<file path="src/rtl/eew_pkg.sv">
package eew_pkg;

    localparam logic [3:0] DEV_FAMILY = 4'b1010;

    typedef enum logic [1:0] {
        OP_START,
        OP_BYTE,
        OP_STOP
    } bus_op_e;

    typedef enum logic [1:0] {
        PH_IDLE,
        PH_START,
        PH_BITS,
        PH_STOP
    } phy_state_e;

    typedef enum logic [2:0] {
        SQ_IDLE,
        SQ_START,
        SQ_DEV,
        SQ_AHI,
        SQ_ALO,
        SQ_FETCH,
        SQ_DATA,
        SQ_STOP
    } seq_state_e;

    typedef struct packed {
        logic [2:0]  strap;
        logic [15:0] mem_addr;
    } wr_cmd_t;

    typedef struct packed {
        logic scl_pull;
        logic sda_pull;
    } pin_drive_t;

    function automatic int quarter_cycles(input int clk_hz, input int scl_hz);
        return clk_hz / (4 * scl_hz);
    endfunction

    function automatic logic [7:0] dev_write_byte(input logic [2:0] strap);
        return {DEV_FAMILY, strap, 1'b0};
    endfunction

endpackage

</file>
<file path="src/rtl/eew_quarter_tick.sv">
module eew_quarter_tick #(
    parameter int QUARTER = 500
) (
    input  logic clk,
    input  logic rst,
    input  logic en,
    output logic tick
);
    localparam int CW = (QUARTER > 1) ? $clog2(QUARTER) : 1;
    localparam logic [CW-1:0] LAST = CW'(QUARTER - 1);

    logic [CW-1:0] cnt;

    always_ff @(posedge clk) begin
        if (rst || !en) begin
            cnt <= '0;
        end else if (cnt == LAST) begin
            cnt <= '0;
        end else begin
            cnt <= cnt + 1'b1;
        end
    end

    assign tick = en && (cnt == LAST);

    generate
        if (QUARTER > 1) begin : g_spacing
            assert_tick_spacing_R9: assert property (@(posedge clk) disable iff (rst)
                tick |=> !tick);
        end
    endgenerate

endmodule

</file>
<file path="src/rtl/eew_bit_phy.sv">
module eew_bit_phy
    import eew_pkg::*;
(
    input  logic       clk,
    input  logic       rst,
    input  logic       tick,
    input  logic       go,
    input  bus_op_e    op,
    input  logic [7:0] tx_byte,
    input  logic       sda_in,
    output logic       active,
    output logic       done,
    output logic       nack,
    output logic       scl_pull,
    output logic       sda_pull
);
    phy_state_e  state;
    logic [1:0]  qcnt;
    logic [3:0]  bitcnt;
    logic [7:0]  shreg;
    logic [1:0]  sda_sync;
    logic        samp;
    pin_drive_t  drv_q;
    pin_drive_t  nxt;

    // Pin pattern per quarter; registered so the pads see clean levels.
    always_comb begin
        nxt = drv_q;
        unique case (state)
            PH_START: begin
                nxt.scl_pull = (qcnt >= 2'd2);
                nxt.sda_pull = (qcnt >= 2'd1);
            end
            PH_BITS: begin
                nxt.scl_pull = (qcnt == 2'd0) || (qcnt == 2'd3);
                nxt.sda_pull = (bitcnt == 4'd8) ? 1'b0 : ~shreg[7];
            end
            PH_STOP: begin
                nxt.scl_pull = (qcnt == 2'd0);
                nxt.sda_pull = (qcnt <= 2'd1);
            end
            default: ;
        endcase
    end

    always_ff @(posedge clk) begin
        if (rst) begin
            state    <= PH_IDLE;
            qcnt     <= '0;
            bitcnt   <= '0;
            shreg    <= '0;
            sda_sync <= 2'b11;
            samp     <= 1'b1;
            done     <= 1'b0;
            drv_q    <= '0;
        end else begin
            done     <= 1'b0;
            drv_q    <= nxt;
            sda_sync <= {sda_sync[0], sda_in};
            if (state == PH_IDLE) begin
                if (go) begin
                    qcnt   <= '0;
                    bitcnt <= '0;
                    shreg  <= tx_byte;
                    unique case (op)
                        OP_START: state <= PH_START;
                        OP_STOP:  state <= PH_STOP;
                        default:  state <= PH_BITS;
                    endcase
                end
            end else if (tick) begin
                qcnt <= qcnt + 1'b1;
                if (state == PH_BITS && qcnt == 2'd1) begin
                    samp <= sda_sync[1];
                end
                if (qcnt == 2'd3) begin
                    if (state == PH_BITS) begin
                        shreg  <= {shreg[6:0], 1'b0};
                        bitcnt <= bitcnt + 1'b1;
                        if (bitcnt == 4'd8) begin
                            state <= PH_IDLE;
                            done  <= 1'b1;
                        end
                    end else begin
                        state <= PH_IDLE;
                        done  <= 1'b1;
                    end
                end
            end
        end
    end

    assign active   = (state != PH_IDLE);
    assign nack     = samp;
    assign scl_pull = drv_q.scl_pull;
    assign sda_pull = drv_q.sda_pull;

    // data line frozen while the clock line is released inside a byte
    assert_sda_stable_R5: assert property (@(posedge clk) disable iff (rst)
        (state == PH_BITS && !drv_q.scl_pull && !$past(drv_q.scl_pull))
            |-> $stable(drv_q.sda_pull));

    // ninth slot leaves SDA to the slave
    assert_ack_release_R6: assert property (@(posedge clk) disable iff (rst)
        (state == PH_BITS && bitcnt == 4'd8 && qcnt != 2'd0) |-> !drv_q.sda_pull);

endmodule

</file>
<file path="src/rtl/eew_seq.sv">
module eew_seq
    import eew_pkg::*;
(
    input  logic       clk,
    input  logic       rst,
    input  logic       cmd_valid,
    output logic       cmd_ready,
    input  wr_cmd_t    cmd,
    input  logic       dat_valid,
    output logic       dat_ready,
    input  logic [7:0] dat_byte,
    input  logic       dat_last,
    output logic       phy_go,
    output bus_op_e    phy_op,
    output logic [7:0] phy_byte,
    input  logic       phy_done,
    input  logic       phy_nack,
    output logic       busy,
    output logic       done,
    output logic       nack_err
);
    seq_state_e state;
    wr_cmd_t    cmd_q;
    logic       last_q;

    always_ff @(posedge clk) begin
        if (rst) begin
            state    <= SQ_IDLE;
            cmd_q    <= '0;
            last_q   <= 1'b0;
            phy_go   <= 1'b0;
            phy_op   <= OP_START;
            phy_byte <= '0;
            done     <= 1'b0;
            nack_err <= 1'b0;
        end else begin
            phy_go <= 1'b0;
            done   <= 1'b0;
            unique case (state)
                SQ_IDLE: if (cmd_valid) begin
                    cmd_q    <= cmd;
                    nack_err <= 1'b0;
                    phy_go   <= 1'b1;
                    phy_op   <= OP_START;
                    state    <= SQ_START;
                end
                SQ_START: if (phy_done) begin
                    phy_go   <= 1'b1;
                    phy_op   <= OP_BYTE;
                    phy_byte <= dev_write_byte(cmd_q.strap);
                    state    <= SQ_DEV;
                end
                SQ_DEV, SQ_AHI, SQ_ALO, SQ_DATA: if (phy_done) begin
                    if (phy_nack || (state == SQ_DATA && last_q)) begin
                        nack_err <= phy_nack;
                        phy_go   <= 1'b1;
                        phy_op   <= OP_STOP;
                        state    <= SQ_STOP;
                    end else if (state == SQ_DEV) begin
                        phy_go   <= 1'b1;
                        phy_op   <= OP_BYTE;
                        phy_byte <= cmd_q.mem_addr[15:8];
                        state    <= SQ_AHI;
                    end else if (state == SQ_AHI) begin
                        phy_go   <= 1'b1;
                        phy_op   <= OP_BYTE;
                        phy_byte <= cmd_q.mem_addr[7:0];
                        state    <= SQ_ALO;
                    end else begin
                        state    <= SQ_FETCH;
                    end
                end
                SQ_FETCH: if (dat_valid) begin
                    last_q   <= dat_last;
                    phy_go   <= 1'b1;
                    phy_op   <= OP_BYTE;
                    phy_byte <= dat_byte;
                    state    <= SQ_DATA;
                end
                SQ_STOP: if (phy_done) begin
                    done  <= 1'b1;
                    state <= SQ_IDLE;
                end
                default: state <= SQ_IDLE;
            endcase
        end
    end

    assign cmd_ready = (state == SQ_IDLE);
    assign dat_ready = (state == SQ_FETCH);
    assign busy      = (state != SQ_IDLE);

    assert_done_single_R7: assert property (@(posedge clk) disable iff (rst)
        done |=> !done);

    assert_cmd_locked_R10: assert property (@(posedge clk) disable iff (rst)
        (cmd_valid && cmd_ready) |=> (busy && !cmd_ready));

    assert_nack_halts_stream_R8: assert property (@(posedge clk) disable iff (rst)
        (busy && nack_err) |-> !dat_ready);

    assert_done_idle_R1: assert property (@(posedge clk) disable iff (rst)
        done |-> cmd_ready);

endmodule

</file>
<file path="src/rtl/i2c_eeprom_writer.sv">
module i2c_eeprom_writer
    import eew_pkg::*;
#(
    parameter int CLK_HZ = 200_000_000,
    parameter int SCL_HZ = 100_000
) (
    input  logic        clk,
    input  logic        rst,
    input  logic        cmd_valid,
    output logic        cmd_ready,
    input  logic [2:0]  cmd_strap,
    input  logic [15:0] cmd_mem_addr,
    input  logic        dat_valid,
    output logic        dat_ready,
    input  logic [7:0]  dat_byte,
    input  logic        dat_last,
    output logic        scl_pull,
    output logic        sda_pull,
    input  logic        sda_in,
    output logic        busy,
    output logic        done,
    output logic        nack_err
);
    localparam int QUARTER = quarter_cycles(CLK_HZ, SCL_HZ);

    wr_cmd_t    cmd_s;
    logic       tick;
    logic       phy_active;
    logic       phy_go;
    bus_op_e    phy_op;
    logic [7:0] phy_byte;
    logic       phy_done;
    logic       phy_nack;

    assign cmd_s = '{strap: cmd_strap, mem_addr: cmd_mem_addr};

    eew_quarter_tick #(.QUARTER(QUARTER)) u_tick (
        .clk  (clk),
        .rst  (rst),
        .en   (phy_active),
        .tick (tick)
    );

    eew_bit_phy u_phy (
        .clk      (clk),
        .rst      (rst),
        .tick     (tick),
        .go       (phy_go),
        .op       (phy_op),
        .tx_byte  (phy_byte),
        .sda_in   (sda_in),
        .active   (phy_active),
        .done     (phy_done),
        .nack     (phy_nack),
        .scl_pull (scl_pull),
        .sda_pull (sda_pull)
    );

    eew_seq u_seq (
        .clk       (clk),
        .rst       (rst),
        .cmd_valid (cmd_valid),
        .cmd_ready (cmd_ready),
        .cmd       (cmd_s),
        .dat_valid (dat_valid),
        .dat_ready (dat_ready),
        .dat_byte  (dat_byte),
        .dat_last  (dat_last),
        .phy_go    (phy_go),
        .phy_op    (phy_op),
        .phy_byte  (phy_byte),
        .phy_done  (phy_done),
        .phy_nack  (phy_nack),
        .busy      (busy),
        .done      (done),
        .nack_err  (nack_err)
    );

    assert_idle_released_R1: assert property (@(posedge clk) disable iff (rst)
        (cmd_ready && $past(cmd_ready)) |-> (!scl_pull && !sda_pull));

endmodule

</file>
<file path="config.mk">
export PLATFORM = sky130hd
export DESIGN_NAME = i2c_eeprom_writer
export DESIGN_NICKNAME = d
export VERILOG_FILES = /design/src/rtl/eew_pkg.sv /design/src/rtl/eew_quarter_tick.sv /design/src/rtl/eew_bit_phy.sv /design/src/rtl/eew_seq.sv /design/src/rtl/i2c_eeprom_writer.sv
export SDC_FILE = /design/constraint.sdc
export NUM_CORES = 1
export LEC_CHECK = 0
export ABC_CLOCK_PERIOD_IN_PS = 1700
export BUFFER_PORTS_ARGS = -buffer_cell sky130_fd_sc_hd__buf_4
export CORE_MARGIN = 5
export CORE_UTILIZATION = 25
export CTS_BUF_LIST = sky130_fd_sc_hd__clkbuf_2 sky130_fd_sc_hd__clkbuf_4 sky130_fd_sc_hd__clkbuf_8
export DETAILED_ROUTE_END_ITERATION = 10
export PLACE_DENSITY_LB_ADDON = 0.05
export SKIP_CTS_REPAIR_TIMING = 1
export SLEW_MARGIN = 20
export SYNTH_ARGS = -nofsm -noshare
export SYNTH_HDL_FRONTEND = slang
export SYNTH_SLANG_ARGS = --single-unit
export TNS_END_PERCENT = 5
</file>
<file path="constraint.sdc">
create_clock -name clk -period 1.7 [get_ports clk]
set_input_delay 0 -clock clk [delete_from_list [all_inputs] [get_ports clk]]
set_output_delay 0 -clock clk [all_outputs]
set_load 0.1 [all_outputs]
</file>
==> qor.csv <==
stage;metric;value;unit
global_route;grt_pass1_vias;3012;
worst_setup_path;regToRegSetupSlack;60;ps
finish;multi_input_area;0.00195;sq mm
global_route;gr-usage-all-layers;12.2;%
floorplanning;die_area;0.0162;sq mm
floorplanning;core_area;0.0133;sq mm
global_route;gr-total-overflow;0;
sta;tns;0;ps
hold_path;hp-class;primary input to flop;
routing;drt_iter0_markers;134;
logic_synthesis;synth.largest_area_cell;dfxtp_1;
finish;nFillCells;1428;
clock_tree;cts_tree;yes;
worst_setup_path;start_kind;flop;
logic_synthesis;synth_edf_count;0;
finish;finalNetCount;515;
routing;wl_per_cell;14.3;microns
clock_tree;clkTransAtPathRegs;80;ps
place;place_congestion;0.782;
sta;tightest_slew;523;ps
finish;antenna_cells;0;
logic_synthesis;yosysWarnings;0;
routing;avgViaCountPerCell;4.64;
sta;rsz0062_at_grt;yes;
logic_synthesis;synth_seq_cells;67;
worst_setup_path;critPathRequiredTime;1930;ps
worst_setup_path;crit_type;flop to flop;
logic_synthesis;synth.yosys.seq_area_share;39.0;%
place;dp_hpwl;6900;microns
sta;fin_crit_sh;96.6;%
pwr;pwr_density_cell;900;mW/mm^2
pwr;combPwrFrac;24.0;%
sta;fin_skew;7.08;ps
clock_tree;cts_sinks;67;
floorplanning;die_w;127;microns
logic_synthesis;synthTopCellsByCount;dfxtp_1, nand2_1, a21oi_1;
worst_setup_path;cpMostUsedCell;buf_4;
routing;final_antenna_net_count;0;
sta;setup_viol;0;
pwr;p_leak;0.00169;uW
routing;vias;3042;
finish;fin_util;34.2;%
clock_tree;cts_buffers;9;
routing;drc;0;
place;io_buffers;39;
routing;drt-total-wl;9370;microns
worst_setup_path;slowest_stage;dfxtp_1;
worst_setup_path;timing.critical_path.cells;buf_4 > buf_4 > and2_1 > a22o_1 > o311ai_2 > o41ai_1;
pwr;switchingPower;1290;uW
pwr;power.share.clock;33.5;%
sta;finalCriticalPeriod;1640;ps
logic_synthesis;netlist_instances;394;
clock_tree;h-tree-depth;3;
finish;drive_above_1_share;27.7;%
finish;seq_area;0.00134;sq mm
sta;final-hold-violation-count;0;
floorplanning;start_util;25.8;%
logic_synthesis;syn-cell-area;0.00344;sq mm
worst_setup_path;cpPeakStageDelay;320;ps
sta;fmax;0.609;GHz
clock_tree;cts_root_buffer;clkbuf_8;
logic_synthesis;synth_nets;434;
pwr;netSwitchingFraction;31.5;%
logic_synthesis;synth_top_area_share;39.0;%
status;run_status;finished, final reports clean;
logic_synthesis;yosys-top-cells-area;dfxtp_1, a21oi_1, nand2_1;
global_route;grt_pass1_wl;15700;microns
logic_synthesis;yosysMostFrequentCell;dfxtp_1;
logic_synthesis;synth_ff_type;dfxtp_1;
pwr;ir_drop;305;uV
logic_synthesis;async_flop_share;0;%
global_route;grt_max_degree;26;
worst_setup_path;crit_arrival;1880;ps
logic_synthesis;avgSynthCellArea;8.74;sq um
pwr;power.internal;2810;uW
sta;worst_slew_margin_rel;65.2;%
floorplanning;num_rows;42;
pwr;seq_power_share;42.5;%
place;dpl.cell_count;616;
worst_setup_path;worstSetupEndpointType;flop;
floorplanning;die_height;127;microns
clock_tree;clk_latency;350;ps
clock_tree;clock_path_buffers;2;
global_route;antenna_found_initial;0;
floorplanning;pin_count;40;
logic_synthesis;synth.distinct_cells;70;
finish;finalNonFillerCells;656;
worst_setup_path;timing.critical_path.fanout_max;7;
sta;maxSlewViolCount;0;
routing;first_pass_iters;4;
flow_run;max_cap_viol_count;0;
finish;syn_to_final_growth;32.5;%
-- worst paths after layout --
kind,start,cells past startpoint,endpoint
min reg2reg,u_tick.cnt[0],1,u_tick.cnt[0]
max,u_seq.state[2],6,u_seq.state[1]
max reg2reg,u_seq.state[2],6,u_seq.state[1]
min,dat_byte[6],3,u_seq.phy_byte[6]
-- placed cells by master, fill, tap and decap left out, types with 2 or more instances in the layout --
master / netlist / layout
a211oi_1: 2 / 2
a211oi_2: 7 / 7
a21o_1: 2 / 2
a21oi_1: 44 / 43
a222oi_1: 3 / 3
a311oi_1: 4 / 4
a31oi_1: 3 / 3
a32oi_1: 3 / 3
and3_1: 4 / 4
and4_1: 3 / 3
buf_4: 4 / 72
clkbuf_4: 1 / 2
clkbuf_8: 0 / 10
clkinvlp_4: 0 / 3
dfxtp_1: 67 / 65
dfxtp_2: 0 / 2
dlygate4sd3_1: 0 / 24
ha_1: 7 / 6
inv_1: 12 / 11
mux2_2: 6 / 6
mux2i_1: 11 / 11
nand2_1: 56 / 55
nand2b_1: 3 / 2
nand3_1: 5 / 5
nand4_1: 4 / 4
nor2_1: 31 / 30
nor2b_1: 5 / 4
nor3_1: 9 / 9
nor3b_1: 5 / 5
nor4_2: 2 / 3
o211ai_1: 2 / 2
o21a_1: 2 / 2
o21ai_0: 17 / 16
or2_2: 3 / 3
or3_1: 4 / 4
xnor2_1: 5 / 5
xor2_1: 2 / 2
-- critical path, delay by kind of cell, from the launching register on --
kind / cells / cell delay (ps)
flops: 1 / 320
compound gates: 3 / 690
buf+inv: 2 / 300
simple gates: 1 / 210
-- final cells by class --
class / instances / area share, %
multi-input cells: 288 / 42.8
flip-flops and latches: 67 / 29.5
repair buffers: 97 / 17.4
well taps: 176 / 4.83
clock buffers: 12 / 3.35
clock inverters: 4 / 1.10
inverters: 12 / 1.07
-- layer usage --
layer  GRT usage, %  vias up  wire length (microns)  share of wire (%)
met2           19.5       36                   4480                 48
met4           3.97        0                     91               0.97
met1           15.6     1421                   4500                 48
met5              0        -                      0                  0
met3           3.80        9                    305                3.3
li1               -     1576                      -                  -
-- logic make-up (layout without fill, tap and decap cells) --
group | after synthesis | count (layout) | share of synthesized area [%]
buffers and inverters | 39 | 125 | 6.32
and+or+nand+nor | 150 | 150 | 23.6
muxes | 18 | 18 | 5.60
AOI/OAI and AO/OA | 106 | 106 | 21.2
xor gates and xnor gates | 7 | 7 | 1.78
adders and majority gates | 7 | 7 | 2.54
DFF | 67 | 67 | 39.0
-- sequential cells by signal, summed over array words and instances (netlist names), 2 cells and up --
signal	count
u_phy.bitcnt	4
u_phy.qcnt	2
u_phy.sda_sync	2
u_phy.shreg	8
u_phy.state	2
u_seq.cmd_q	19
u_seq.phy_byte	8
u_seq.phy_op	2
u_seq.state	3
u_tick.cnt	9
-- power by group through the flow --
| stage | logic (uW) | registers [uW] | clock network, uW |
|---|---|---|---|
| 4_1_cts | 936 | 1740 | 1460 |
| 6_report | 986 | 1750 | 1380 |
| 5_1_grt | 1090 | 1760 | 1500 |
| 2_1_floorplan | 608 | 1830 | 0 |
| 3_5_place_dp | 933 | 1780 | 0 |
| 3_3_place_gp | 937 | 1780 | 0 |
-- stage by stage --
step	hold WS (ps)	worst slack, ps	total power, uW	instance area (sq um)
finish	93.7	58.5	4110	4560
global route	64.2	-60.2	4350	4560
CTS	-209	-119	4140	4260
detailed placement	192	-92.8	2710	4060
global placement	190	-129	2710	4060
floorplan	104	-152	2440	3460
No activity file was read; power rests on OpenSTA's default activity.
